**config.mk**
```make
export PLATFORM = sky130hd
export DESIGN_NAME = pwm_pushpull
export DESIGN_NICKNAME = d
export VERILOG_FILES = /design/src/rtl/pwm_pkg.sv /design/src/rtl/pwm_ctrl.sv /design/src/rtl/pwm_dp.sv /design/src/rtl/pwm_pushpull.sv
export SDC_FILE = /design/constraint.sdc
export NUM_CORES = 1
export LEC_CHECK = 0
export ABC_AREA = 1
export BUFFER_PORTS_ARGS = -buffer_cell sky130_fd_sc_hd__buf_2
export CAP_MARGIN = 20
export CORE_ASPECT_RATIO = 1.4
export CORE_MARGIN = 10
export CORE_UTILIZATION = 45
export CTS_CLUSTER_DIAMETER = 200
export DETAILED_ROUTE_END_ITERATION = 7
export GPL_TIMING_DRIVEN = 0
export MAX_ROUTING_LAYER = met4
export PLACE_DENSITY = 0.65
export SYNTH_ARGS = -nofsm -noshare
export SYNTH_HDL_FRONTEND = slang
export SYNTH_SLANG_ARGS = --single-unit
export TNS_END_PERCENT = 10
```
**constraint.sdc**
```tcl
create_clock -name clk -period 1.9 [get_ports clk]
set_input_delay 0.475 -clock clk [delete_from_list [all_inputs] [get_ports clk]]
set_output_delay 0.475 -clock clk [all_outputs]
set_load 0.02 [all_outputs]
```
**src/rtl/pwm_pkg.sv**
```systemverilog
package pwm_pkg;
  // strobes passed from control to datapath
  typedef struct packed {
    logic wrap;     // ramp restarts on the next edge
    logic blank;    // clock pulse active
    logic phase;    // 0 selects output A, 1 selects B
    logic kill;     // set the pulse latch unconditionally
    logic lockout;  // immediate output inhibit
  } pwm_strobe_t;
endpackage

```
**src/rtl/pwm_ctrl.sv**
```systemverilog
module pwm_ctrl
  import pwm_pkg::*;
#(
  parameter int CNT_W   = 8,
  parameter int RATE_W  = 4,
  parameter int SS_DROP = 4
) (
  input  logic              clk,
  input  logic              rst_n,
  input  logic [CNT_W-1:0]  periodLen,
  input  logic [CNT_W-1:0]  deadLen,
  input  logic [RATE_W-1:0] ssRate,
  input  logic              shutdown,
  input  logic              uvlo,
  input  logic              syncIn,
  output logic [CNT_W-1:0]  ramp,
  output logic [CNT_W-1:0]  ssLvl,
  output pwm_strobe_t       strobe
);
  localparam logic [CNT_W-1:0] FULL = {CNT_W{1'b1}};
  localparam logic [CNT_W-1:0] DROP = CNT_W'(SS_DROP);

  logic [CNT_W-1:0]  rampQ;
  logic [CNT_W-1:0]  ssQ;
  logic [RATE_W-1:0] ssCntQ;
  logic              phaseQ;
  logic              wrap;
  logic [CNT_W-1:0]  ssUp;
  logic [CNT_W-1:0]  ssDown;

  assign wrap   = syncIn | (rampQ >= periodLen);
  assign ssUp   = (ssQ == FULL) ? FULL : ssQ + 1'b1;
  assign ssDown = (ssQ < DROP) ? '0 : ssQ - DROP;

  // ramp oscillator and steering flop
  always_ff @(posedge clk) begin
    if (!rst_n) begin
      rampQ  <= '0;
      phaseQ <= 1'b0;
    end else begin
      rampQ <= wrap ? '0 : rampQ + 1'b1;
      if (wrap) phaseQ <= ~phaseQ;
    end
  end

  // soft-start level
  always_ff @(posedge clk) begin
    if (!rst_n) begin
      ssQ    <= '0;
      ssCntQ <= '0;
    end else if (shutdown) begin
      ssQ    <= ssDown;
      ssCntQ <= '0;
    end else if (uvlo) begin
      ssCntQ <= '0;
    end else if (wrap) begin
      if (ssCntQ == ssRate) begin
        ssCntQ <= '0;
        ssQ    <= ssUp;
      end else begin
        ssCntQ <= ssCntQ + 1'b1;
      end
    end
  end

  assign ramp           = rampQ;
  assign ssLvl          = ssQ;
  assign strobe.wrap    = wrap;
  assign strobe.blank   = (rampQ <= deadLen);
  assign strobe.phase   = phaseQ;
  assign strobe.kill    = shutdown | uvlo;
  assign strobe.lockout = uvlo;

  AST_SYNC_RESTART: assert property (@(posedge clk) disable iff (!rst_n)
    syncIn |=> (ramp == '0) && strobe.blank);
  AST_SS_FROZEN: assert property (@(posedge clk) disable iff (!rst_n)
    (uvlo && !shutdown) |=> ssLvl == $past(ssLvl));
  AST_SS_DRAIN: assert property (@(posedge clk) disable iff (!rst_n)
    shutdown |=> ssLvl <= $past(ssLvl));
endmodule

```
**src/rtl/pwm_dp.sv**
```systemverilog
module pwm_dp
  import pwm_pkg::*;
#(
  parameter int CNT_W = 8
) (
  input  logic             clk,
  input  logic             rst_n,
  input  logic [CNT_W-1:0] ramp,
  input  logic [CNT_W-1:0] ssLvl,
  input  logic [CNT_W-1:0] dutyCmd,
  input  pwm_strobe_t      strobe,
  output logic             outA,
  output logic             outB
);
  logic [CNT_W-1:0] cmpQ;
  logic [CNT_W-1:0] effLvl;
  logic             latchQ;
  logic             setLatch;

  assign effLvl   = (dutyCmd < ssLvl) ? dutyCmd : ssLvl;
  assign setLatch = (ramp >= cmpQ) | strobe.kill;

  always_ff @(posedge clk) begin
    if (!rst_n) begin
      cmpQ   <= '0;
      latchQ <= 1'b1;
    end else begin
      if (strobe.wrap) cmpQ <= effLvl;
      latchQ <= setLatch | (latchQ & ~strobe.blank);
    end
  end

  assign outA = ~(strobe.blank | strobe.phase  | latchQ | strobe.lockout);
  assign outB = ~(strobe.blank | ~strobe.phase | latchQ | strobe.lockout);

  AST_NO_OVERLAP: assert property (@(posedge clk) disable iff (!rst_n)
    !(outA && outB));
  AST_BLANKED: assert property (@(posedge clk) disable iff (!rst_n)
    strobe.blank |-> !outA && !outB);
  AST_KILL_CUT: assert property (@(posedge clk) disable iff (!rst_n)
    strobe.kill |=> !outA && !outB);
  AST_LOCKOUT: assert property (@(posedge clk) disable iff (!rst_n)
    strobe.lockout |-> !outA && !outB);
  AST_ONE_PULSE_A: assert property (@(posedge clk) disable iff (!rst_n)
    $fell(outA) |=> !outA);
  AST_ONE_PULSE_B: assert property (@(posedge clk) disable iff (!rst_n)
    $fell(outB) |=> !outB);
endmodule

```
**src/rtl/pwm_pushpull.sv**
```systemverilog
module pwm_pushpull
  import pwm_pkg::*;
#(
  parameter int CNT_W   = 8,
  parameter int RATE_W  = 4,
  parameter int SS_DROP = 4
) (
  input  logic              clk,
  input  logic              rst_n,
  input  logic [CNT_W-1:0]  periodLen,
  input  logic [CNT_W-1:0]  deadLen,
  input  logic [CNT_W-1:0]  dutyCmd,
  input  logic [RATE_W-1:0] ssRate,
  input  logic              shutdown,
  input  logic              uvlo,
  input  logic              syncIn,
  output logic              outA,
  output logic              outB,
  output logic              clkPulse
);
  logic [CNT_W-1:0] ramp;
  logic [CNT_W-1:0] ssLvl;
  pwm_strobe_t      strobe;

  pwm_ctrl #(.CNT_W(CNT_W), .RATE_W(RATE_W), .SS_DROP(SS_DROP)) u_ctrl (
    .clk(clk), .rst_n(rst_n), .periodLen(periodLen), .deadLen(deadLen),
    .ssRate(ssRate), .shutdown(shutdown), .uvlo(uvlo), .syncIn(syncIn),
    .ramp(ramp), .ssLvl(ssLvl), .strobe(strobe)
  );

  pwm_dp #(.CNT_W(CNT_W)) u_dp (
    .clk(clk), .rst_n(rst_n), .ramp(ramp), .ssLvl(ssLvl),
    .dutyCmd(dutyCmd), .strobe(strobe), .outA(outA), .outB(outB)
  );

  assign clkPulse = strobe.blank;
endmodule

```
==> impl_metrics.toml <==
[die]
die-area_um2 = 8800
start_util_pct = 46.9
rows = 31
die_h_um = 107
core_um2 = 5200
io_pins = 36
chipWidth_um = 82.2

[power_and_ir_drop]
cellPowerDensity_nw_per_um2 = 553
worst_ir_drop_vdd_v = 0.000441
p_leak_uw = 0.00151

[global_route]
grt_pass1_wl_um = 9950
grtUsageTotal_pct = 14.5
antenna_found_initial = 0
grt_max_degree = 11
globalRoute.totalOverflow = 0
grt_pass1_vias = 2256

[sta]
fmax_mhz = 451
tightest_slew_ns = 0.362
drv_slew = 0
hold_violations = 0
setup_violations = 3
layout_setup_ws_ns = -0.318
rsz0062_at_grt = "yes"
min_period_ns = 2.22
worst_clock_skew_ns = 0.00982
period_share_pct = 117
setup-tns-final_ns = -0.776
slew_headroom_pct = 75.8

[worst_hold_path]
min_path_type = "reg -> reg"

[outcome]
status = "finished, violations left"
violations = "negative setup slack"

[final_layout]
fillerInstances = 535
design_area_um2 = 3120
antenna_cells = 0
multiInputGateArea_um2 = 1770
ff_latch_area_um2 = 629
final_nets = 486
synthToLayoutAreaGrowth_pct = 27.9
drive_gt1_share_pct = 27.5

[placed_design]
placed_area_um2 = 2830
gp_congestion = 0.937
place_hpwl_um = 4810
placement.io_buffers = 35

[cts]
clkSinkCount = 30
cts_tree = "done"
clock_latency_ns = 0.29
cts_made_buffers = 5
cts_htree_levels = 2
ctsHoldBuffers = 0
clockBufferDepth = 2
root_buffer = "clkbuf_8"
clk_pin_slew_ns = 0.07

[critical_path]
setup.worst_path.end_class = "output port"
start_kind = "flop"
path_buf_inv = 1
cp_top_family = "simple AND/OR/NAND/NOR gates"
cp_slowest_cell = "dfxtp_4"
critical_path.max_fanout = 3
worstPathArrival_ns = 1.74
cpMostUsedCell = "nand2_1"
cp_cell_sequence = "ha_4, nand2_1, nor2_2, nand2_1, o211ai_1, nand2_2, nor3b_4, buf_6"
cpPeakStageDelay_ns = 0.37
crit_required_ns = 1.42
crit_type = "reg -> out"

[yosys]
ys_types = 28
yosysWarnings = 0
ys_ff_latch = 30
syn_area_per_cell_um2 = 6.70
netlist_instances = 364
synth_area_um2 = 2440
syn_nets = 433
yosysSeqAreaShare_pct = 24.6

[drt]
drtIter0Drc = 64
routed_wl_um = 6050
drc = 0
ant_nets = 0
wl_per_cell_um = 12.5
first_pass_iters = 4
vias_per_cell = 5.01
via_count = 2423

[flow_run]
drv_cap = 0
-- through the flow --
step | power (uW) | util (%) | setup slack (ns) | hold WS, ns | cells
after floorplan | 1050 | - | -0.145 | 0.430 | 364
after global placement | 1170 | 54.4 | -0.363 | 0.452 | 465
after detailed placement | 1180 | 54.4 | -0.371 | 0.457 | 465
after CTS | 1720 | 58.4 | -0.338 | 0.501 | 482
after global routing | 1850 | 60.0 | -0.415 | 0.527 | 484
final | 1720 | 60.0 | -0.318 | 0.501 | 484
-- registers in the layout, indices dropped and copies added, names as in the netlist --
signal	flops
u_ctrl.ssLvl	8
u_ctrl.phaseQ	1
u_ctrl.ramp	8
u_dp.latchQ	1
u_ctrl.ssCntQ	4
u_dp.cmpQ	8
-- report_power, final --
| part | internal, uW | total (uW) | switching (uW) |
|---|---|---|---|
| Sequential | 659 | 691 | 32.4 |
| Clock | 292 | 537 | 245 |
| Combinational | 205 | 494 | 289 |
-- per-layer routing --
metal	up-vias	share of wire [%]	GRT usage, %
li1	1290	-	-
met1	1073	43	15.9
met2	50	50	24.4
met3	10	4.7	3.26
met4	0	2.6	5.85
met5	-	0	-
-- worst register-to-register path, stage by stage (launching register included) --
cell and delay (ns):
dfxtp_2 0.33, inv_2 0.05, buf_4 0.12, ha_1 0.26, inv_1 0.05, nand2_1 0.04, nand2_1 0.05, nand2_1 0.05
nand2_1 0.05, nand2_1 0.08, nand2_2 0.10, nand2_2 0.09, buf_2 0.20, o21ai_0 0.18, nor2_1 0.06
-- layout make-up --
cell class                      count  area share (%)
Tap cell                           66            2.65
Clock inverter                      1           0.161
Buffer                              8            1.81
Sequential cell                    30            20.2
Multi-Input combinational cell    276            56.8
Inverter                           50            6.90
Clock buffer                        7            2.77
Timing Repair Buffer               46            8.67
-- logic make-up (layout without fill, tap and decap cells) --
family	after synthesis	count (layout)	share of synthesized area, %
xor gates and xnor gates	15	15	5.39
and+or+nand+nor	167	167	29.2
AOI/OAI and AO/OA	58	58	12.5
adders and majority gates	36	36	18.5
buffers and inverters	58	112	9.80
DFF	30	30	24.6
-- cells in the mapped netlist --
master	number	area (um^2)
nand2_2	2	12.5
xor2_1	9	78.8
nand3_1	21	105
buf_6	2	22.5
o21ai_1	2	10.0
o211ai_1	1	7.51
or2_2	3	18.8
o2111ai_1	1	8.76
nor3b_1	1	7.51
nand4_1	6	37.5
a21oi_2	1	8.76
inv_2	3	11.3
o21ai_0	23	115
o31ai_1	1	7.51
buf_2	5	25.0
nor2_1	54	203
nand3_2	2	20.0
nor3_2	1	10.0
a21oi_1	28	140
dfxtp_1	30	601
inv_1	46	173
clkinv_1	1	3.75
nand2_1	71	267
o21a_1	1	7.51
nor3_1	6	30.0
clkbuf_1	1	3.75
xnor2_1	6	52.6
ha_1	36	450
-- cell usage in the layout (no fill, tap or decap), types with 12 or more instances in the layout --
cell | synthesis | layout
dfxtp_1 | 30 | 21
nand3_1 | 21 | 20
nand2_1 | 71 | 65
inv_1 | 46 | 38
buf_4 | 0 | 12
ha_1 | 36 | 27
a21oi_1 | 28 | 26
o21ai_0 | 23 | 17
nor2_1 | 54 | 52
buf_2 | 5 | 36
-- final timing paths --
check	startpoint	endpoint	slack [ns]	cells past startpoint
min	u_dp.latchQ$_SDFF_PN1_	u_dp.latchQ$_SDFF_PN1_	0.50	2
min reg2reg	u_dp.latchQ$_SDFF_PN1_	u_dp.latchQ$_SDFF_PN1_	0.50	2
max reg2reg	u_ctrl.ramp[0]$_SDFF_PP0_	u_dp.cmpQ[7]$_SDFFE_PN0P_	0.09	14
max	u_ctrl.ramp[7]$_SDFF_PP0_	outB	-0.32	8
-- what timing repair did --
item | 4_1_cts | 5_1_grt
setup buffers | 9 | 2
resized for setup | 23 | 24
pin swaps | 7 | 8
cloned | 0 | 0
setup endpoints to repair | 26 | 30
Power figures use the tool's default switching activity.
